--- src/rtl/freq_dec_pkg.sv ---
package freq_dec_pkg;

    typedef enum logic [2:0] {
        ST_IDLE,
        ST_RD_STAT,
        ST_RD_CFG0,
        ST_RD_CFG2,
        ST_CHECK,
        ST_DIV
    } seq_state_e;

    typedef enum logic [1:0] {
        ERR_NONE     = 2'd0,
        ERR_BUSY     = 2'd1,
        ERR_ZERO_DIV = 2'd2
    } dec_err_e;

endpackage

--- src/rtl/freq_cfg_decode.sv ---
// Field extraction and fixed-point scaling of the two configuration words.
module freq_cfg_decode #(
    parameter int PROD_W  = 64,
    parameter int SCALE   = 1000,
    parameter int REF_MHZ = 100
) (
    input  logic [31:0]       cfg0_i,
    input  logic [31:0]       cfg2_i,
    output logic [PROD_W-1:0] numer_o,
    output logic [PROD_W-1:0] denom_o
);
    localparam logic [PROD_W-1:0] SCALE_W = PROD_W'(SCALE);
    localparam logic [PROD_W-1:0] REF_W   = PROD_W'(REF_MHZ);

    logic [7:0]        mul_int, div0_int, div1_int;
    logic [9:0]        mul_frac, div1_frac;
    logic [PROD_W-1:0] mul_fx, div0_fx, div1_fx;
    logic              unused_cfg_bits;

    always_comb begin
        mul_int   = cfg0_i[15:8];
        div0_int  = cfg0_i[7:0];
        mul_frac  = cfg0_i[26] ? cfg0_i[25:16] : 10'd0;
        div1_int  = cfg2_i[7:0];
        div1_frac = cfg2_i[18] ? cfg2_i[17:8] : 10'd0;

        mul_fx  = PROD_W'(mul_int) * SCALE_W + PROD_W'(mul_frac);
        div0_fx = PROD_W'(div0_int) * SCALE_W;
        div1_fx = PROD_W'(div1_int) * SCALE_W + PROD_W'(div1_frac);

        numer_o = mul_fx * SCALE_W * REF_W;
        denom_o = div0_fx * div1_fx;
    end

    assign unused_cfg_bits = ^{cfg0_i[31:27], cfg2_i[31:19]};

endmodule

--- src/rtl/freq_restoring_div.sv ---
// Restoring shift-subtract divider: one quotient bit per cycle, W cycles.
module freq_restoring_div #(
    parameter int W = 64
) (
    input  logic         clk_i,
    input  logic         rst_ni,
    input  logic         start_i,
    input  logic [W-1:0] numer_i,
    input  logic [W-1:0] denom_i,
    output logic         done_o,
    output logic [W-1:0] quot_o
);
    localparam int CNT_W = $clog2(W + 1);

    typedef struct packed {
        logic [W:0]       rem;
        logic [W-1:0]     quot;
        logic [W-1:0]     den;
        logic [CNT_W-1:0] cnt;
        logic             run;
        logic             done;
    } div_regs_t;

    div_regs_t r_q, r_d;
    logic [W:0] shifted;

    always_comb begin
        r_d     = r_q;
        r_d.done = 1'b0;
        shifted = {r_q.rem[W-1:0], r_q.quot[W-1]};
        if (start_i && !r_q.run) begin
            r_d.rem  = '0;
            r_d.quot = numer_i;
            r_d.den  = denom_i;
            r_d.cnt  = CNT_W'(W - 1);
            r_d.run  = 1'b1;
        end else if (r_q.run) begin
            if (shifted >= {1'b0, r_q.den}) begin
                r_d.rem  = shifted - {1'b0, r_q.den};
                r_d.quot = {r_q.quot[W-2:0], 1'b1};
            end else begin
                r_d.rem  = shifted;
                r_d.quot = {r_q.quot[W-2:0], 1'b0};
            end
            if (r_q.cnt == '0) begin
                r_d.run  = 1'b0;
                r_d.done = 1'b1;
            end else begin
                r_d.cnt = r_q.cnt - 1'b1;
            end
        end
    end

    always_ff @(posedge clk_i) begin
        if (!rst_ni) r_q <= '0;
        else         r_q <= r_d;
    end

    assign done_o = r_q.done;
    assign quot_o = r_q.quot;

endmodule

--- src/rtl/synth_freq_decoder.sv ---
module synth_freq_decoder #(
    parameter int                ADDR_W      = 12,
    parameter int                FREQ_W      = 16,
    parameter int                PROD_W      = 64,
    parameter int                SCALE       = 1000,
    parameter int                REF_MHZ     = 100,
    parameter logic [ADDR_W-1:0] STATUS_ADDR = 12'h004,
    parameter logic [ADDR_W-1:0] CFG0_ADDR   = 12'h200,
    parameter logic [ADDR_W-1:0] CFG2_ADDR   = 12'h208
) (
    input  logic              clk_i,
    input  logic              rst_ni,
    input  logic              start_i,
    output logic              rd_req_o,
    output logic [ADDR_W-1:0] rd_addr_o,
    input  logic              rd_ack_i,
    input  logic [31:0]       rd_data_i,
    output logic              done_o,
    output logic [FREQ_W-1:0] freq_o,
    output logic [1:0]        err_o
);
    import freq_dec_pkg::*;

    typedef struct packed {
        seq_state_e        state;
        logic [31:0]       cfg0;
        logic [31:0]       cfg2;
        logic [FREQ_W-1:0] freq;
        dec_err_e          err;
        logic              done;
    } top_regs_t;

    top_regs_t r_q, r_d;

    logic [PROD_W-1:0] numer, denom, quot;
    logic              div_start, div_done;
    logic              unused_quot_bits;

    freq_cfg_decode #(
        .PROD_W (PROD_W),
        .SCALE  (SCALE),
        .REF_MHZ(REF_MHZ)
    ) u_decode (
        .cfg0_i (r_q.cfg0),
        .cfg2_i (r_q.cfg2),
        .numer_o(numer),
        .denom_o(denom)
    );

    freq_restoring_div #(
        .W(PROD_W)
    ) u_div (
        .clk_i  (clk_i),
        .rst_ni (rst_ni),
        .start_i(div_start),
        .numer_i(numer),
        .denom_i(denom),
        .done_o (div_done),
        .quot_o (quot)
    );

    always_comb begin
        r_d       = r_q;
        r_d.done  = 1'b0;
        div_start = 1'b0;
        rd_req_o  = 1'b0;
        rd_addr_o = STATUS_ADDR;
        unique case (r_q.state)
            ST_IDLE: begin
                if (start_i) r_d.state = ST_RD_STAT;
            end
            ST_RD_STAT: begin
                rd_req_o  = 1'b1;
                rd_addr_o = STATUS_ADDR;
                if (rd_ack_i) begin
                    if (rd_data_i[0]) begin
                        r_d.state = ST_RD_CFG0;
                    end else begin
                        r_d.freq  = '0;
                        r_d.err   = ERR_BUSY;
                        r_d.done  = 1'b1;
                        r_d.state = ST_IDLE;
                    end
                end
            end
            ST_RD_CFG0: begin
                rd_req_o  = 1'b1;
                rd_addr_o = CFG0_ADDR;
                if (rd_ack_i) begin
                    r_d.cfg0  = rd_data_i;
                    r_d.state = ST_RD_CFG2;
                end
            end
            ST_RD_CFG2: begin
                rd_req_o  = 1'b1;
                rd_addr_o = CFG2_ADDR;
                if (rd_ack_i) begin
                    r_d.cfg2  = rd_data_i;
                    r_d.state = ST_CHECK;
                end
            end
            ST_CHECK: begin
                if (denom == '0) begin
                    r_d.freq  = '0;
                    r_d.err   = ERR_ZERO_DIV;
                    r_d.done  = 1'b1;
                    r_d.state = ST_IDLE;
                end else begin
                    div_start = 1'b1;
                    r_d.state = ST_DIV;
                end
            end
            ST_DIV: begin
                if (div_done) begin
                    r_d.freq  = quot[FREQ_W-1:0];
                    r_d.err   = ERR_NONE;
                    r_d.done  = 1'b1;
                    r_d.state = ST_IDLE;
                end
            end
            default: r_d.state = ST_IDLE;
        endcase
    end

    always_ff @(posedge clk_i) begin
        if (!rst_ni) begin
            r_q       <= '0;
            r_q.state <= ST_IDLE;
            r_q.err   <= ERR_NONE;
        end else begin
            r_q <= r_d;
        end
    end

    assign done_o = r_q.done;
    assign freq_o = r_q.freq;
    assign err_o  = r_q.err;
    assign unused_quot_bits = ^quot[PROD_W-1:FREQ_W];

endmodule

--- config.mk ---
export PLATFORM = sky130hd
export DESIGN_NAME = synth_freq_decoder
export DESIGN_NICKNAME = d
export VERILOG_FILES = /design/src/rtl/freq_dec_pkg.sv /design/src/rtl/freq_cfg_decode.sv /design/src/rtl/freq_restoring_div.sv /design/src/rtl/synth_freq_decoder.sv
export SDC_FILE = /design/constraint.sdc
export NUM_CORES = 2
export LEC_CHECK = 0
export ABC_CLOCK_PERIOD_IN_PS = 14800
export BUFFER_PORTS_ARGS = -buffer_cell sky130_fd_sc_hd__buf_2
export CAP_MARGIN = 10
export CORE_ASPECT_RATIO = 0.5
export CORE_MARGIN = 2
export CORE_UTILIZATION = 57
export DETAILED_ROUTE_END_ITERATION = 7
export MAX_ROUTING_LAYER = met4
export PLACE_DENSITY_LB_ADDON = 0.05
export SLEW_MARGIN = 30
export SYNTH_ARGS = -nofsm -noshare
export SYNTH_HDL_FRONTEND = slang
export SYNTH_SLANG_ARGS = --single-unit
--- constraint.sdc ---
create_clock -name clk_i -period 14.8 [get_ports clk_i]
set_input_delay 2.96 -clock clk_i [delete_from_list [all_inputs] [get_ports clk_i]]
set_output_delay 2.96 -clock clk_i [all_outputs]
set_load 0.05 [all_outputs]
==> results.md <==
* Synthesized cell area at 0.03303 mm²
* Slew margin rel. at 0.3138
* Total CTS buffers at 26
* N_diodes at 0
* Final core utilization at 0.6045
* Initial Util at 0.5762
* Width of the chip at 344.4 µm
* Vias/cell at 5.733
* Share of layout cells above drive strength 1 at 0.05319
* Routability cong. at 0.9371
* Worst skew pair latency at 0.56 ns
* CTS tree: built
* Rows at 62
* Total I/O pin count at 68
* Critical Path Fanout Max at 7
* Static Leakage at 16.95 nW
* Startpoint types: flop
* Tot GR Track Use at 0.2808
* Ys Warns at 0
* Upper clock frequency limit at 76.06 MHz
* CP required at 15.27 ns
* Crit path time final at 13.15 ns
* Post-CTS Resized at 0
* Antenna violations before repair at 1
* IO buf count at 53
* Commonest non-fill, non-tap cells in the layout: 590 x inv_1, 418 x ha_1, 387 x nand2_1
* Post-synth EDFFs at 0
* Nets at 4687
* Number of max-cap violations at 0
* Clock Skew at 0.03224 ns
* Clock transition at the registers of the reported paths at 0.06 ns
* Synth cell types at 85
* Async SR Flop Fraction at 0
* DR DRC count at 0
* Status: completed
* Largest net degree at the start of global routing at 107
* Clk root buf: clkbuf_16
* DP Wirelength at 62990 µm
* Final setup fails at 0
* Number of DRC markers in iteration 0 at 1813
* Footprint of the multi-input gates at 0.02519 mm²
* Routed vias at 26605
* Synth Flop Type: dfxtp_1
* Critical Path Slowest Stage Cell: fa_1
* Total gr overflow at 0
* Setup crit end kind: flop
* Fin. Hold Viols at 0
* DR pass1 iterations at 5
* Commonest non-fill, non-tap cell in the layout: inv_1
* Vias in the first global route at 25997
* Sequential Area at 0.004848 mm²
* Slowest cell delay on critical path at 0.58 ns
* Clk sinks at 242
* Drt total wl at 80380 µm
* Syn avg cell area at 8.420 µm²
* VDD IR max at 0.08067 mV
* FF+latch count, synth at 242
* DR WL/cell at 17.32 µm
* Area growth syn-to-layout at 4.917%
* Core area at 0.05733 mm²
* Depth of the CTS H-tree at 1
* Worst hold path type: flop to flop
* Post-synthesis cell count at 3923
* Setup bufs post-CTS at 0
* Post-CTS Hold Buffers at 0
* CP Class: flop to flop
* Power Dens Cells at 56.83 mW/mm²
* Final Cycle Share at 0.8883
* Clk buf depth at 3
* Fillers at 5201
* Die Ht at 174.2 µm
* Final Max Tran Viols at 0
* Post-DRT Antenna Nets at 0
* Min Hold Slack at 0.4544 ns
* Fin Setup TNS at 0 ns
* RSZ-0062 raised after global routing: false
* Die area at 0.06001 mm²
* Worst Max-Slew Pin Slew at 1.028 ns
* Seq/Total Area, Yosys at 0.1467
* First-pass GRT wire length at 134200 µm
* Arrival time at the worst endpoint at 13.62 ns
## path summary, 6_finish.rpt
check,startpoint,cells past startpoint,slack (ns),endpoint
max reg2reg,r_q[60],46,1.65,u_div.quot_o[37]
max,r_q[60],46,1.65,u_div.quot_o[37]
min,r_q[67],2,0.45,r_q[67]
min reg2reg,r_q[67],2,0.45,r_q[67]
## critical path: cells and delay by family (launching register included)
family / cells / cell delay, ns
xor gates and xnor gates: 2 / 0.88
buffers and inverters: 6 / 0.36
AOI/OAI and AO/OA: 17 / 2.95
DFF: 1 / 0.56
and+or+nand+nor: 7 / 2.42
adders and majority gates: 14 / 5.87
## Yosys cell counts, types with 8 or more instances
master / count / area share
dfxtp_1: 242 / 0.15
a211oi_1: 60 / 0.014
o311ai_0: 17 / 0.0045
xor2_1: 61 / 0.016
mux2i_1: 31 / 0.0094
nor4_1: 22 / 0.0042
and2_1: 83 / 0.016
a31o_2: 8 / 0.0021
o21bai_1: 23 / 0.0052
a31oi_1: 32 / 0.0061
a21o_1: 55 / 0.013
a311oi_1: 12 / 0.0032
or3_1: 17 / 0.0032
o31ai_1: 23 / 0.0052
a32o_1: 18 / 0.0055
nor2_1: 262 / 0.030
inv_1: 590 / 0.067
buf_4: 29 / 0.0066
o21ai_0: 106 / 0.016
o41ai_1: 8 / 0.0021
and3_1: 35 / 0.0066
nand2_1: 388 / 0.044
nor2b_1: 40 / 0.0076
o2111ai_1: 13 / 0.0034
clkbuf_1: 145 / 0.016
o21a_1: 15 / 0.0034
nand3_1: 78 / 0.012
nand4_1: 51 / 0.0097
xnor2_1: 126 / 0.033
o211ai_1: 15 / 0.0034
or2_2: 15 / 0.0028
nor3_1: 55 / 0.0083
a21boi_0: 13 / 0.0030
ha_1: 418 / 0.16
buf_2: 19 / 0.0029
nand2b_1: 49 / 0.0093
a21oi_1: 236 / 0.036
fa_1: 377 / 0.23
## cell families after synthesis
family          synth area share
compound gates            0.1481
xor+xnor                 0.04959
fa+ha+maj                 0.3868
buf+inv                  0.09527
flops                     0.1467
mux                     0.009735
other cells            0.0001135
simple gates              0.1637
## per-layer routing
metal / GRT usage / up-vias / share of wire / routed length, µm
li1: - / 12892 / - / -
met1: 0.4028 / 13060 / 0.49 / 39000
met2: 0.4329 / 560 / 0.45 / 36190
met3: 0.02625 / 93 / 0.045 / 3582
met4: 0.05688 / 0 / 0.020 / 1608
met5: - / - / 0 / 0
## power breakdown
part | internal (mW) | switching, mW
Sequential | 0.654 | 0.00518
Clock | 0.355 | 0.279
Combinational | 0.264 | 0.412
Total | 1.27 | 0.696
## cell type report
class / instances / share of cell area
inverters: 592 / 0.06416
clock buffers: 32 / 0.02033
repair buffers: 98 / 0.01787
well taps: 768 / 0.02773
flip-flops and latches: 242 / 0.1399
clock inverters: 13 / 0.003033
multi-input cells: 2896 / 0.7270
## flip-flops by register name (all words and copies together), names as in the netlist
register,flops
u_div.r_q,109
u_div.quot_o,64
r_q,49
freq_o,16
err_o,2
done_o,1
u_div.done_o,1
## stage by stage
step           setup slack, ns  cells  area (µm²)  total power [mW]
3_5_place_dp             1.716   4595       33820             1.361
6_report                 1.653   4641       34650             1.970
2_1_floorplan            3.008   3931       33060             1.213
4_1_cts                  1.612   4640       34630             1.994
5_1_grt                 0.6416   4641       34650             2.112
3_3_place_gp             1.883   4595       33800             1.346
Note: power is estimated with default switching activity, not from simulation.
